## config.mk

```make
export PLATFORM = sky130hd
export DESIGN_NAME = dlyline_seek
export DESIGN_NICKNAME = d
export VERILOG_FILES = /design/src/rtl/dls_pkg.sv /design/src/rtl/dls_phase_cmp.sv /design/src/rtl/dls_slope_eval.sv /design/src/rtl/dls_sat_step.sv /design/src/rtl/dlyline_seek.sv
export SDC_FILE = /design/constraint.sdc
export NUM_CORES = 1
export LEC_CHECK = 0
export ABC_AREA = 1
export BUFFER_PORTS_ARGS = -buffer_cell sky130_fd_sc_hd__buf_2
export CORE_AREA = 2 2 78 80
export CTS_BUF_LIST = sky130_fd_sc_hd__clkbuf_4 sky130_fd_sc_hd__clkbuf_8 sky130_fd_sc_hd__clkbuf_16
export DETAILED_ROUTE_END_ITERATION = 6
export DIE_AREA = 0 0 80 82
export PLACE_DENSITY = 0.78
export SETUP_SLACK_MARGIN = 0.02
export SYNTH_ARGS = -nofsm -noshare
export SYNTH_HDL_FRONTEND = slang
export SYNTH_SLANG_ARGS = --single-unit
```

## constraint.sdc

```tcl
create_clock -name clk -period 2.2 [get_ports clk]
set_clock_uncertainty 0.15 [all_clocks]
set_input_delay 0 -clock clk [delete_from_list [all_inputs] [get_ports clk]]
set_output_delay 0 -clock clk [all_outputs]
set_load 0.02 [all_outputs]
```

## src/rtl/dls_pkg.sv

```systemverilog
package dls_pkg;

    typedef enum logic [2:0] {
        ST_IDLE     = 3'd0,
        ST_SEEK     = 3'd1,
        ST_SLOPE_LO = 3'd2,
        ST_SLOPE_HI = 3'd3,
        ST_TRACK    = 3'd4
    } dls_state_e;

endpackage

```

## src/rtl/dls_phase_cmp.sv

```systemverilog
// Compares a phase measurement with the target and with the tolerance band.
module dls_phase_cmp #(
    parameter int PW = 8
) (
    input  logic [PW-1:0] meas_i,
    input  logic [PW-1:0] target_i,
    input  logic [PW-1:0] tol_i,
    output logic          eq_o,
    output logic          below_o,
    output logic          over_o,
    output logic          under_o
);
    localparam int XW = PW + 2;

    logic [XW-1:0] m_x;
    logic [XW-1:0] t_x;
    logic [XW-1:0] b_x;

    assign m_x     = XW'(meas_i);
    assign t_x     = XW'(target_i);
    assign b_x     = XW'(tol_i);

    assign eq_o    = (m_x == t_x);
    assign below_o = (m_x < t_x);
    assign over_o  = (m_x > t_x + b_x);
    assign under_o = (m_x + b_x < t_x);

endmodule

```

## src/rtl/dls_slope_eval.sv

```systemverilog
// Holds the low-side probe sample and judges the slope against the current sample.
module dls_slope_eval #(
    parameter int PW = 8
) (
    input  logic          clk,
    input  logic          rst_n,
    input  logic          capture_i,
    input  logic [PW-1:0] meas_i,
    output logic          rising_o,
    output logic          falling_o
);
    logic [PW-1:0] lo_q;

    always_ff @(posedge clk or negedge rst_n) begin
        if (!rst_n) begin
            lo_q <= '0;
        end else if (capture_i) begin
            lo_q <= meas_i;
        end
    end

    assign rising_o  = (meas_i > lo_q);
    assign falling_o = (meas_i < lo_q);

endmodule

```

## src/rtl/dls_sat_step.sv

```systemverilog
// One-step increment and decrement of a code, held at the range ends.
module dls_sat_step #(
    parameter int W = 4
) (
    input  logic [W-1:0] code_i,
    output logic [W-1:0] inc_o,
    output logic [W-1:0] dec_o
);
    localparam logic [W-1:0] TOP = '1;

    assign inc_o = (code_i == TOP) ? code_i : code_i + 1'b1;
    assign dec_o = (code_i == '0)  ? code_i : code_i - 1'b1;

endmodule

```

## src/rtl/dlyline_seek.sv

```systemverilog
module dlyline_seek
    import dls_pkg::*;
#(
    parameter int CW = 4,
    parameter int FW = 4,
    parameter int PW = 8
) (
    input  logic          clk,
    input  logic          rst_n,
    input  logic          start_i,
    input  logic [CW-1:0] init_coarse_i,
    input  logic [FW-1:0] init_fine_i,
    input  logic [PW-1:0] target_i,
    input  logic          want_rising_i,
    input  logic [PW-1:0] tol_i,
    input  logic [PW-1:0] meas_i,
    input  logic          meas_vld_i,
    output logic [CW-1:0] coarse_o,
    output logic [FW-1:0] fine_o,
    output logic [2:0]    state_o,
    output logic          locked_o,
    output logic          err_o
);
    localparam logic [CW-1:0] COARSE_TOP = '1;

    dls_state_e    state_q, state_d;
    logic [CW-1:0] coarse_q;
    logic [FW-1:0] fine_q, home_q;
    logic          have_prev_q, prev_below_q, err_q;

    logic eq, below, over, under, rising, falling;
    logic [FW-1:0] fine_inc, fine_dec, home_inc, home_dec;
    logic hit, slope_ok, coarse_last, cap_lo;

    dls_phase_cmp #(.PW(PW)) u_cmp (
        .meas_i   (meas_i),
        .target_i (target_i),
        .tol_i    (tol_i),
        .eq_o     (eq),
        .below_o  (below),
        .over_o   (over),
        .under_o  (under)
    );

    assign cap_lo = (state_q == ST_SLOPE_LO) && meas_vld_i;

    dls_slope_eval #(.PW(PW)) u_slope (
        .clk       (clk),
        .rst_n     (rst_n),
        .capture_i (cap_lo),
        .meas_i    (meas_i),
        .rising_o  (rising),
        .falling_o (falling)
    );

    dls_sat_step #(.W(FW)) u_fine_step (
        .code_i (fine_q),
        .inc_o  (fine_inc),
        .dec_o  (fine_dec)
    );

    dls_sat_step #(.W(FW)) u_home_step (
        .code_i (home_q),
        .inc_o  (home_inc),
        .dec_o  (home_dec)
    );

    assign hit         = eq || (have_prev_q && (below != prev_below_q));
    assign slope_ok    = want_rising_i ? rising : falling;
    assign coarse_last = (coarse_q == COARSE_TOP);

    // Next-state decision
    always_comb begin
        state_d = state_q;
        if (start_i) begin
            state_d = ST_SEEK;
        end else begin
            unique case (state_q)
                ST_IDLE:     state_d = ST_IDLE;
                ST_SEEK: begin
                    if (meas_vld_i) begin
                        if (hit)              state_d = ST_SLOPE_LO;
                        else if (coarse_last) state_d = ST_IDLE;
                    end
                end
                ST_SLOPE_LO: if (meas_vld_i) state_d = ST_SLOPE_HI;
                ST_SLOPE_HI: begin
                    if (meas_vld_i) begin
                        if (slope_ok)         state_d = ST_TRACK;
                        else if (coarse_last) state_d = ST_IDLE;
                        else                  state_d = ST_SEEK;
                    end
                end
                ST_TRACK:    state_d = ST_TRACK;
                default:     state_d = ST_IDLE;
            endcase
        end
    end

    // State register
    always_ff @(posedge clk or negedge rst_n) begin
        if (!rst_n) state_q <= ST_IDLE;
        else        state_q <= state_d;
    end

    // Codes and flags
    always_ff @(posedge clk or negedge rst_n) begin
        if (!rst_n) begin
            coarse_q     <= '0;
            fine_q       <= '0;
            home_q       <= '0;
            have_prev_q  <= 1'b0;
            prev_below_q <= 1'b0;
            err_q        <= 1'b0;
        end else if (start_i) begin
            coarse_q     <= init_coarse_i;
            fine_q       <= init_fine_i;
            home_q       <= init_fine_i;
            have_prev_q  <= 1'b0;
            prev_below_q <= 1'b0;
            err_q        <= 1'b0;
        end else if (meas_vld_i) begin
            unique case (state_q)
                ST_SEEK: begin
                    have_prev_q  <= 1'b1;
                    prev_below_q <= below;
                    if (hit) begin
                        home_q <= fine_q;
                        fine_q <= fine_dec;
                    end else if (coarse_last) begin
                        err_q <= 1'b1;
                    end else begin
                        coarse_q <= coarse_q + 1'b1;
                    end
                end
                ST_SLOPE_LO: fine_q <= home_inc;
                ST_SLOPE_HI: begin
                    fine_q <= home_q;
                    if (!slope_ok) begin
                        if (coarse_last) err_q <= 1'b1;
                        else             coarse_q <= coarse_q + 1'b1;
                    end
                end
                ST_TRACK: begin
                    if (over)       fine_q <= want_rising_i ? fine_dec : fine_inc;
                    else if (under) fine_q <= want_rising_i ? fine_inc : fine_dec;
                end
                default: ;
            endcase
        end
    end

    assign coarse_o = coarse_q;
    assign fine_o   = fine_q;
    assign state_o  = state_q;
    assign locked_o = (state_q == ST_TRACK);
    assign err_o    = err_q;


    start_load_chk: assert property (@(posedge clk) disable iff (!rst_n)
        start_i |=> (coarse_q == $past(init_coarse_i)) && (fine_q == $past(init_fine_i))
                    && (state_q == ST_SEEK) && !err_q);


    hold_wo_vld_chk: assert property (@(posedge clk) disable iff (!rst_n)
        (!start_i && !meas_vld_i) |=> $stable(coarse_q) && $stable(fine_q));


    coarse_step_chk: assert property (@(posedge clk) disable iff (!rst_n)
        (!start_i) |=> ($stable(coarse_q) || (coarse_q == CW'($past(coarse_q) + 1'b1))));


    fine_home_chk: assert property (@(posedge clk) disable iff (!rst_n)
        (state_q == ST_SLOPE_HI && meas_vld_i && !start_i) |=> (fine_q == $past(home_q)));


    err_idle_chk: assert property (@(posedge clk) disable iff (!rst_n)
        err_q |-> (state_q == ST_IDLE));


    track_step_chk: assert property (@(posedge clk) disable iff (!rst_n)
        (state_q == ST_TRACK && !start_i) |=>
            ($stable(fine_q) || (fine_q == FW'($past(fine_q) + 1'b1))
             || (fine_q == FW'($past(fine_q) - 1'b1))));

endmodule

```

==> impl_metrics.py, run 1 <==
metrics = {
    "placed_design": {
        "io_buffers": 49,
        "place_congestion": 0.8641,
        "dp_hpwl_microns": 6581,
        "numPlacedInstances": 643,
    },
    "sta": {
        "fmax_ghz": 0.4020,
        "rsz0062_at_grt": "true",
        "fin_crit_ns": 2.488,
        "fin_ws_ns": -0.2876,
        "final_hold_viol_count": 0,
        "tightest_slew_ns": 0.6171,
        "slew_violations": 0,
        "setup_violations": 4,
        "finalCritPeriodShare_pct": 113.1,
        "relSlewSlack_pct": 58.86,
    },
    "synth": {
        "synth_most_common_cell": "nand2_1",
        "synth_cells": 497,
        "synth.largest_area_cell": "dfrtp_1",
        "synth_edf_count": 0,
        "ys.flop_type": "dfrtp_1",
        "synth-seq-cells": 26,
        "ys_seq_area_share_pct": 19.97,
        "synthDistinctLibCells": 37,
        "syn_area_sq_mm": 0.003258,
        "synthTopCellsByArea": "dfrtp_1, ha_1, nand2_1",
        "yosysWarnings": 0,
        "synthTopCellsByCount": "nand2_1, inv_1, ha_1",
        "syn_area_per_cell_sq_um": 6.556,
        "synth_top_area_share_pct": 19.97,
        "synth_fp_nets": 587,
        "async_flop_share_pct": 100.0,
    },
    "clock_tree": {
        "worstSkewPairLatency_ns": 0.28,
        "cts-root-buf": "clkbuf_8",
        "htree_levels": 1,
        "cts_sinks": 26,
        "path_clk_slew_ns": 0.10,
        "clock_path_buffers": 2,
        "cts_buffers": 3,
        "cts_tree": "yes",
    },
    "detailed_routing": {
        "drtIter0Drc": 236,
        "ant_nets": 0,
        "viasPerCell": 5.377,
        "finalWirelength_microns": 8770,
        "drcViolationCount": 0,
        "firstDrtPassIters": 5,
        "num_vias": 3581,
        "post_drt_wl_per_cell_microns": 13.17,
    },
    "floorplanning": {
        "initial_core_util_pct": 56.71,
        "ios": 50,
        "die_h_microns": 82,
        "core-area_sq_mm": 0.005746,
        "rows": 28,
        "die_x_microns": 80,
        "die_area_sq_mm": 0.006560,
    },
    "setup_path": {
        "cp-endpoint": "fine_o[1]$_DFFE_PN0P_",
        "worstPathCellList": "buf_8 -> ha_4 -> a21oi_2 -> nand2_2 -> a21oi_2 -> o21bai_1 -> nand2_1 -> nand2_1 -> a21oi_2 -> xor2_1 -> ha_1 -> nand2_2 -> nor2_1 -> nand2_1 -> nand3_2 -> nor2_4 -> nand2_2 -> nand2_1 -> nand3_1 -> nand2_1 -> nand2_1 -> nand2_1 -> nand2_1 -> nand2_1",
        "rr_endpoint": "fine_o[1]$_DFFE_PN0P_",
        "crit_top_cell": "nand2_1",
        "critPathMaxStageDelay_ns": 0.27,
        "crit_path_top_delay_cell": "ha_1",
        "rr_worst_depth": 14,
        "startpoint": "tol_i[2]",
        "start_kind": "input port",
        "worstPathArrival_ns": 2.57,
        "critical_path_class": "in -> reg",
        "rrSetupSlack_ns": 0.08,
        "endpoint_kind": "flop",
        "crit_fanout": 6,
        "crit_required_ns": 2.28,
        "timing.rr.start": "fine_o[1]$_DFFE_PN0P_",
    },
    "grt": {
        "grt_pass1_vias": 3312,
        "antenna_found_initial": 0,
        "grt_overflow": 0,
        "grt_pass1_wl_microns": 14240,
        "grt.total_usage_pct": 26.99,
        "grt_max_degree": 27,
    },
    "status": {
        "violations": "setup timing",
        "status": "finished with violations",
    },
    "layout": {
        "fillers": 497,
        "layout.nets": 682,
        "insertedDiodeCount": 0,
        "area_delta_synth_final_pct": 29.11,
        "postLayoutCoreUtil_pct": 73.21,
        "stdcell_count": 666,
        "drive_above_1_share_pct": 22.67,
    },
    "worst_hold_path": {
        "hold_class": "in -> reg",
    },
    "run": {
        "cap_violations": 0,
    },
    "pwr": {
        "clkPwrFrac_pct": 13.5,
        "power_frac_comb_pct": 61.1,
        "seq_power_share_pct": 25.4,
        "power.leakage_nw": 2.352,
        "max-vdd-ir-drop_uv": 627.0,
        "p_sw_share_pct": 47.94,
        "finalPower_mw": 3.100,
        "p_sw_mw": 1.486,
        "pwr_density_cell_mw_per_mm2": 737.0,
        "p_int_mw": 1.614,
    },
}
[repair_timing]
action / in CTS / in global routing
buffers inserted: 3 / 0
pin swaps: 23 / 11
gates resized for setup: 15 / 17
hold buffers: 16 / 0
endpoints found under the hold margin: 44 / 0
endpoints found under the setup margin: 4 / 8
[power by group through the flow]
stage	combinational [mW]	clock, mW	sequential [mW]
final	1.90	0.418	0.786
after global routing	2.15	0.438	0.808
after CTS	1.83	0.416	0.781
after detailed placement	1.76	0	0.791
after global placement	1.70	0	0.782
after floorplan	1.18	0	0.847
[state kept, by name, summed over array words and instances (netlist names)]
name,cells
u_slope.lo_q,8
coarse_o,4
fine_o,4
home_q,4
state_o,3
err_o,1
have_prev_q,1
prev_below_q,1
[final cells by class]
type                    count  area (sq um)  share of cell area (%)
clock buffers               3         41.29                  0.9816
clock inverters             1         30.03                  0.7139
inverters                  75         282.8                   6.722
multi-input cells         391          2461                   58.51
flip-flops and latches     26         650.6                   15.47
well taps                  75         93.84                   2.231
repair buffers             95         646.9                   15.38
[placed cells by master (no fill, tap or decap), drive strengths merged]
cell type / instances
nand2: 158
buf: 79
inv: 73
ha: 51
nand3: 39
nor2: 34
a21oi: 33
o21ai: 29
dfrtp: 26
dlygate4sd3: 16
nand4: 9
xnor2: 8
xor2: 5
a21o: 4
o21a: 3
clkbuf: 3
a211oi: 3
a31oi: 3
nor3: 3
o211ai: 2
fa: 2
clkinv: 2
o21bai: 1
or2: 1
a21boi: 1
a211o: 1
o22ai: 1
bufinv: 1
[metrics by stage]
| stage | hold slack (ns) | setup TNS [ns] | cell area, sq um | setup slack, ns |
|---|---|---|---|---|
| 2_1_floorplan | -0.4456 | -0.7012 | 3299 | -0.1757 |
| 4_1_cts | 0.001056 | -0.7121 | 4146 | -0.1862 |
| 3_5_place_dp | -0.1020 | -2.332 | 3820 | -0.5370 |
| 3_3_place_gp | -0.1090 | -1.941 | 3820 | -0.4878 |
| 5_1_grt | 0.04765 | -1.695 | 4207 | -0.4889 |
| 6_report | 0.005110 | -0.7882 | 4207 | -0.2876 |
[how the worst min path moves through the flow]
stage / startpoint / end / slack (ns) / depth (start not counted)
after floorplan: rst_n / coarse_o[0]$_DFFE_PN0P_ / -0.45 / 0
after global placement: rst_n / fine_o[2]$_DFFE_PN0P_ / -0.11 / 1
after detailed placement: rst_n / fine_o[2]$_DFFE_PN0P_ / -0.10 / 1
after CTS: meas_i[1] / u_slope.lo_q[1]$_DFFE_PN0P_ / 0.001 / 4
after global routing: meas_i[1] / u_slope.lo_q[1]$_DFFE_PN0P_ / 0.05 / 4
final: meas_i[1] / u_slope.lo_q[1]$_DFFE_PN0P_ / 0.005 / 4
[worst max-delay path: cells and delay by family]
| kind | cells | cell delay [ns] |
|---|---|---|
| xor+xnor | 1 | 0.15 |
| fa+ha+maj | 2 | 0.51 |
| buf+inv | 1 | 0.10 |
| simple gates | 16 | 1.26 |
| compound gates | 4 | 0.52 |
[logic make-up (layout without fill, tap and decap cells)]
family	count (synthesis)	after routing	share of synthesized area, %
buffers and inverters	80	174	9.293
xor gates and xnor gates	13	13	3.495
and+or+nand+nor	244	244	31.64
adders and majority gates	53	53	20.81
DFF	26	26	19.97
AOI/OAI and AO/OA	81	81	14.78
[per-layer routing]
metal	global-route usage, %	part of all wire, %
met3	3.297	5.2
met5	0	0
met4	3.220	1.6
met2	50.08	50
met1	34.53	43
No activity file was read; power rests on OpenSTA's default activity.
==> run 2: changes to the inputs <==
--- a/config.mk
+++ b/config.mk
@@ -11,7 +11,8 @@
 export CTS_BUF_LIST = sky130_fd_sc_hd__clkbuf_4 sky130_fd_sc_hd__clkbuf_8 sky130_fd_sc_hd__clkbuf_16
 export DETAILED_ROUTE_END_ITERATION = 6
 export DIE_AREA = 0 0 80 82
-export PLACE_DENSITY = 0.78
+export PLACE_DENSITY_LB_ADDON = 0.15
+export RECOVER_POWER = 50
 export SETUP_SLACK_MARGIN = 0.02
 export SYNTH_ARGS = -nofsm -noshare
 export SYNTH_HDL_FRONTEND = slang
==> constraint.sdc (replaced) <==
create_clock -name clk -period 2.3 [get_ports clk]
set_clock_uncertainty 0.15 [all_clocks]
set_input_delay 0 -clock clk [delete_from_list [all_inputs] [get_ports clk]]
set_output_delay 0 -clock clk [all_outputs]
set_load 0.02 [all_outputs]
==> impl_metrics.py, run 2 (synthesized netlist as in run 1, its figures left out) <==
metrics = {
    "layout": {
        "final_cell_mix": "nand2_1, inv_1, ha_1",
        "area_delta_synth_final_pct": 29.99,
        "drive_above_1_share_pct": 23.22,
        "largest_reg_flops": 8,
        "insertedDiodeCount": 0,
        "mostFrequentLayoutCell": "nand2_1",
        "top_register": "u_slope.lo_q",
        "layout.nets": 681,
    },
    "grt": {
        "grtUsageMet2_pct": 45.75,
        "met3_usage_pct": 3.187,
        "grt_pass1_wl_microns": 13810,
        "grt_overflow": 0,
        "grt_pass1_vias": 3206,
        "grt.total_usage_pct": 26.23,
        "grt_use_met1_pct": 35.19,
        "grt_max_degree": 27,
        "antenna_found_initial": 0,
        "busiest_layer": "met2",
    },
    "status": {
        "status": "finished with violations",
        "violations": "capacitance limit, slew limit, setup timing",
    },
    "clock_tree": {
        "cts_buffers": 3,
        "path_clk_slew_ns": 0.10,
        "clock_path_buffers": 2,
        "cts_tree": "yes",
        "htree_levels": 1,
        "cts-root-buf": "clkbuf_8",
        "worstSkewPairLatency_ns": 0.28,
        "cts_sinks": 26,
    },
    "setup_path": {
        "crit_required_ns": 2.38,
        "crit_top_cell": "nand2_1",
        "cp.buffers_inverters": 1,
        "crit_path_top_delay_cell": "ha_1",
        "cp.depth": 24,
        "worstPathCellList": "buf_8 -> ha_4 -> a21oi_2 -> nand2_2 -> a21oi_2 -> o21bai_1 -> nand2_1 -> nand2_1 -> a21oi_2 -> xor2_1 -> ha_1 -> nand2_2 -> nor2_1 -> nand2_1 -> nand3_2 -> nor2_4 -> nand2_2 -> nand2_1 -> nand3_1 -> nand2_1 -> nand2_1 -> nand2_1 -> nand2_1 -> nand2_1",
        "endpoint_kind": "flop",
        "critical_path_class": "in -> reg",
        "start_kind": "input port",
        "worstPathArrival_ns": 2.49,
        "crit_fanout": 6,
        "critPathMaxStageDelay_ns": 0.27,
        "rr_worst_depth": 13,
        "path_delay_family": "simple AND/OR/NAND/NOR gates",
    },
    "detailed_routing": {
        "firstDrtPassIters": 5,
        "finalWirelength_microns": 8438,
        "drcViolationCount": 0,
        "drtIter0Drc": 167,
        "ant_nets": 0,
        "post_drt_wl_per_cell_microns": 12.69,
        "viasPerCell": 5.257,
        "num_vias": 3496,
    },
    "sta": {
        "relSlewSlack_pct": -0.3798,
        "final_hold_viol_count": 0,
        "setup_tns_ns": -0.3823,
        "setup_violations": 4,
        "rsz0062_at_grt": "true",
        "fmax_ghz": 0.4149,
        "tightest_slew_ns": 1.506,
        "fin_ws_ns": -0.1105,
        "slew_violations": 26,
        "fin_crit_ns": 2.411,
        "finalCritPeriodShare_pct": 104.8,
    },
    "run": {
        "cap_violations": 1,
    },
    "worst_hold_path": {
        "holdPathStages": 4,
        "hold_class": "in -> reg",
    },
    "floorplanning": {
        "core-area_sq_mm": 0.005746,
        "ios": 50,
        "initial_core_util_pct": 56.71,
        "rows": 28,
        "die_h_microns": 82,
        "die_area_sq_mm": 0.006560,
        "die_x_microns": 80,
    },
    "pwr": {
        "finalPower_mw": 2.941,
        "max-vdd-ir-drop_uv": 537.8,
        "power.leakage_nw": 2.348,
        "pwr_density_cell_mw_per_mm2": 694.5,
    },
    "placed_design": {
        "dp_slack_ns": -0.4679,
        "io_buffers": 49,
        "place_congestion": 0.8723,
        "dp_hpwl_microns": 6475,
    },
}
-- run 2: cell types whose count changed in the layout (fill, tap and decap cells not counted), sizes merged --
cell / before / now
dlymetal6s4s: 0 / 1
buf: 79 / 74
clkbuf: 3 / 7
dlygate4sd3: 16 / 15
-- run 2: cell type report --
class,instances,area (sq um)
flip-flops and latches,26,650.6
multi-input cells,391,2500
fillers,475,1510
clock buffers,3,41.29
clock inverters,1,30.03
well taps,75,93.84
inverters,75,282.8
repair buffers,94,636.9
-- run 2: worst paths after layout --
path / from / endpoint / slack (ns)
max: target_i[2] / fine_o[0]$_DFFE_PN0P_ / -0.11
min: meas_i[0] / u_slope.lo_q[0]$_DFFE_PN0P_ / 0.006
max reg2reg: u_slope.lo_q[5]$_DFFE_PN0P_ / coarse_o[1]$_DFFE_PN0P_ / 0.16
min reg2reg: u_slope.lo_q[1]$_DFFE_PN0P_ / u_slope.lo_q[1]$_DFFE_PN0P_ / 0.36
max in group asynchronous: rst_n / home_q[2]$_DFFE_PN0P_ / 0.67
min in group asynchronous: rst_n / u_slope.lo_q[6]$_DFFE_PN0P_ / 0.46
-- run 2: what timing repair did --
action | in CTS | in global routing
resized for setup | 11 | 30
pin swaps | 6 | 17
hold buffers | 16 | 0
setup endpoints to repair | 4 | 14
buffers inserted | 2 | 2
hold endpoints to repair | 46 | 0
-- run 2: report_power, final --
group	total, mW	internal (mW)	switching [mW]
registers	0.755	0.599	0.156
clock network	0.397	0.233	0.164
logic	1.79	0.708	1.08
-- run 2: worst register-to-register path, delay by kind of cell (launching register included) --
kind,cells,cell delay [ns]
adders and majority gates,1,0.24
buffers and inverters,3,0.37
AOI/OAI and AO/OA,1,0.16
and+or+nand+nor,8,0.75
DFF,1,0.38
-- run 2: through the flow --
stage / std cells / utilization, % / instance area, sq um / hold slack, ns
finish: 665 / 73.72 / 4235 / 0.006062
global route: 665 / 73.72 / 4235 / 0.01490
CTS: 663 / 71.32 / 4098 / 0.003129
detailed placement: 641 / 66.22 / 3805 / -0.1082
global placement: 641 / 66.22 / 3805 / -0.1033
floorplan: 497 / - / 3299 / -0.4456
-- run 2: metal layers --
| layer | routed length (microns) | vias to the layer above |
|---|---|---|
| li1 | - | 1814 |
| met1 | 4011 | 1593 |
| met2 | 4027 | 76 |
| met3 | 281 | 13 |
| met4 | 117 | 0 |
| met5 | 0 | - |
==> run 3: changes to the inputs <==
--- a/config.mk
+++ b/config.mk
@@ -7,13 +7,13 @@
 export LEC_CHECK = 0
 export ABC_AREA = 1
 export BUFFER_PORTS_ARGS = -buffer_cell sky130_fd_sc_hd__buf_2
-export CORE_AREA = 2 2 78 80
+export CORE_AREA = 2 2 77 79
 export CTS_BUF_LIST = sky130_fd_sc_hd__clkbuf_4 sky130_fd_sc_hd__clkbuf_8 sky130_fd_sc_hd__clkbuf_16
 export DETAILED_ROUTE_END_ITERATION = 6
-export DIE_AREA = 0 0 80 82
+export DIE_AREA = 0 0 79 81
 export PLACE_DENSITY_LB_ADDON = 0.15
 export RECOVER_POWER = 50
-export SETUP_SLACK_MARGIN = 0.02
+export SETUP_SLACK_MARGIN = 0.15
 export SYNTH_ARGS = -nofsm -noshare
 export SYNTH_HDL_FRONTEND = slang
 export SYNTH_SLANG_ARGS = --single-unit
==> constraint.sdc (replaced) <==
create_clock -name clk -period 2.8 [get_ports clk]
set_clock_uncertainty 0.15 [all_clocks]
set_input_delay 0 -clock clk [delete_from_list [all_inputs] [get_ports clk]]
set_output_delay 0 -clock clk [all_outputs]
set_load 0.02 [all_outputs]
==> impl_metrics.py, run 3 (synthesized netlist as in run 1, its figures left out) <==
metrics = {
    "layout": {
        "stdcell_area_sq_mm": 0.003938,
        "drive_above_1_share_pct": 15.99,
        "top_register": "u_slope.lo_q",
        "insertedDiodeCount": 0,
        "layout.nets": 660,
        "area_delta_synth_final_pct": 20.85,
        "mostFrequentLayoutCell": "nand2_1",
        "largest_reg_flops": 8,
        "final_cell_mix": "nand2_1, inv_1, ha_1",
    },
    "grt": {
        "grt.total_usage_pct": 25.40,
        "grt_max_degree": 27,
        "grt_pass1_vias": 3054,
        "antenna_found_initial": 0,
        "grt_pass1_wl_microns": 13240,
        "grt_overflow": 0,
    },
    "floorplanning": {
        "die_x_microns": 79,
        "initial_core_util_pct": 57.41,
        "ios": 50,
        "core-area_sq_mm": 0.005675,
        "die_area_sq_mm": 0.006399,
        "rows": 28,
        "die_h_microns": 81,
    },
    "detailed_routing": {
        "drcViolationCount": 0,
        "finalWirelength_microns": 8086,
        "num_vias": 3411,
        "viasPerCell": 5.297,
        "post_drt_wl_per_cell_microns": 12.56,
        "firstDrtPassIters": 5,
        "drtIter0Drc": 162,
        "ant_nets": 0,
    },
    "pwr": {
        "finalPower_mw": 2.235,
        "max-vdd-ir-drop_uv": 417.7,
        "seq_power_share_pct": 27.7,
        "power.leakage_nw": 2.201,
        "p_int_mw": 1.142,
        "p_sw_share_pct": 48.90,
        "p_sw_mw": 1.093,
        "clkPwrFrac_pct": 11.0,
        "power_frac_comb_pct": 61.3,
        "pwr_density_cell_mw_per_mm2": 567.7,
    },
    "placed_design": {
        "placed_cell_area_sq_mm": 0.003628,
        "dp_hpwl_microns": 6401,
        "io_buffers": 49,
        "place_congestion": 0.9093,
    },
    "status": {
        "status": "finished with violations",
        "violations": "hold timing",
    },
    "clock_tree": {
        "cts_tree": "yes",
        "worstSkewPairLatency_ns": 0.27,
        "htree_levels": 1,
        "cts-root-buf": "clkbuf_8",
        "clock_path_buffers": 2,
        "path_clk_slew_ns": 0.09,
        "cts_setup_buffers": 0,
        "cts_sinks": 26,
        "cts_buffers": 3,
    },
    "run": {
        "cap_violations": 0,
    },
    "sta": {
        "relSlewSlack_pct": 7.085,
        "fmax_ghz": 0.3998,
        "whs_ns": -0.0004064,
        "setup_tns_ns": 0,
        "finalCritPeriodShare_pct": 89.33,
        "tightest_slew_ns": 1.394,
        "setup_violations": 0,
        "slew_violations": 0,
        "rsz0062_at_grt": "true",
        "fin_crit_ns": 2.501,
        "final_hold_viol_count": 1,
    },
    "setup_path": {
        "critical_path_class": "in -> reg",
        "crit_fanout": 4,
        "crit_required_ns": 2.82,
        "start_kind": "input port",
        "endpoint_kind": "flop",
        "crit_path_top_delay_cell": "ha_1",
        "worstPathArrival_ns": 2.52,
        "cp.buffers_inverters": 1,
        "critPathMaxStageDelay_ns": 0.31,
        "worstPathCellList": "buf_2 -> ha_1 -> a21oi_1 -> nand2_1 -> a21o_1 -> nand2_1 -> nand2_1 -> a21o_1 -> nand2_1 -> nand2_1 -> nand2_1 -> nand2_1 -> ha_1 -> a211o_1 -> a21oi_1 -> nand2_1 -> nand2_2 -> nand3_2 -> nand2_1 -> nand2_1",
        "path_delay_family": "simple AND/OR/NAND/NOR gates",
        "crit_top_cell": "nand2_1",
    },
    "worst_hold_path": {
        "hold_class": "in -> reg",
    },
}
[run 3: worst paths after layout]
kind | cells after the start | endpoint | startpoint | slack (ns)
min reg2reg | 2 | u_slope.lo_q[0]$_DFFE_PN0P_ | u_slope.lo_q[0]$_DFFE_PN0P_ | 0.36
max in group asynchronous | 2 | fine_o[0]$_DFFE_PN0P_ | rst_n | 1.27
min | 4 | u_slope.lo_q[2]$_DFFE_PN0P_ | meas_i[2] | -0.0004
max | 20 | fine_o[0]$_DFFE_PN0P_ | meas_i[2] | 0.30
min in group asynchronous | 2 | coarse_o[1]$_DFFE_PN0P_ | rst_n | 0.41
max reg2reg | 15 | coarse_o[2]$_DFFE_PN0P_ | u_slope.lo_q[1]$_DFFE_PN0P_ | 0.72
[run 3: what timing repair did]
| item | 4_1_cts | 5_1_grt |
|---|---|---|
| gates resized for setup | 0 | 24 |
| setup endpoints to repair | 0 | 4 |
| hold endpoints to repair | 46 | 0 |
| hold buffers | 17 | 0 |
[run 3: worst min-delay path, stage by stage]
cell and delay [ns]:
buf_2 0.11, buf_4 0.13, nor2_1 0.04, a21oi_1 0.11
[run 3: metal layers]
layer | wire length (microns) | part of all wire (%) | GRT usage, %
met3 | 357 | 4.4 | 1.556
met2 | 3845 | 48 | 43.39
met1 | 3822 | 47 | 35.57
met4 | 61 | 0.75 | 5.690
met5 | 0 | 0 | 0
[run 3: through the flow]
step	util, %	worst slack (ns)	instances
CTS	67.90	0.1864	644
detailed placement	63.93	-0.1054	623
finish	69.38	0.2987	644
global route	69.38	0.1192	644
global placement	63.93	0.02609	623
floorplan	-	0.2585	497
[run 3: area by class of cell]
cell class / count / area, sq um
clock buffers: 4 / 55.05
fillers: 519 / 1738
inverters: 75 / 281.5
multi-input cells: 391 / 2379
flip-flops and latches: 26 / 650.6
well taps: 75 / 93.84
repair buffers: 73 / 478.0
[run 3: power groups by stage]
stage                     Sequential (mW)  Combinational [mW]  Clock [mW]
after floorplan                     0.666               0.916           0
after global placement              0.619                1.28           0
after detailed placement            0.625                1.31           0
after CTS                           0.618                1.34       0.253
after global routing                0.636                1.57       0.269
final                               0.619                1.37       0.246
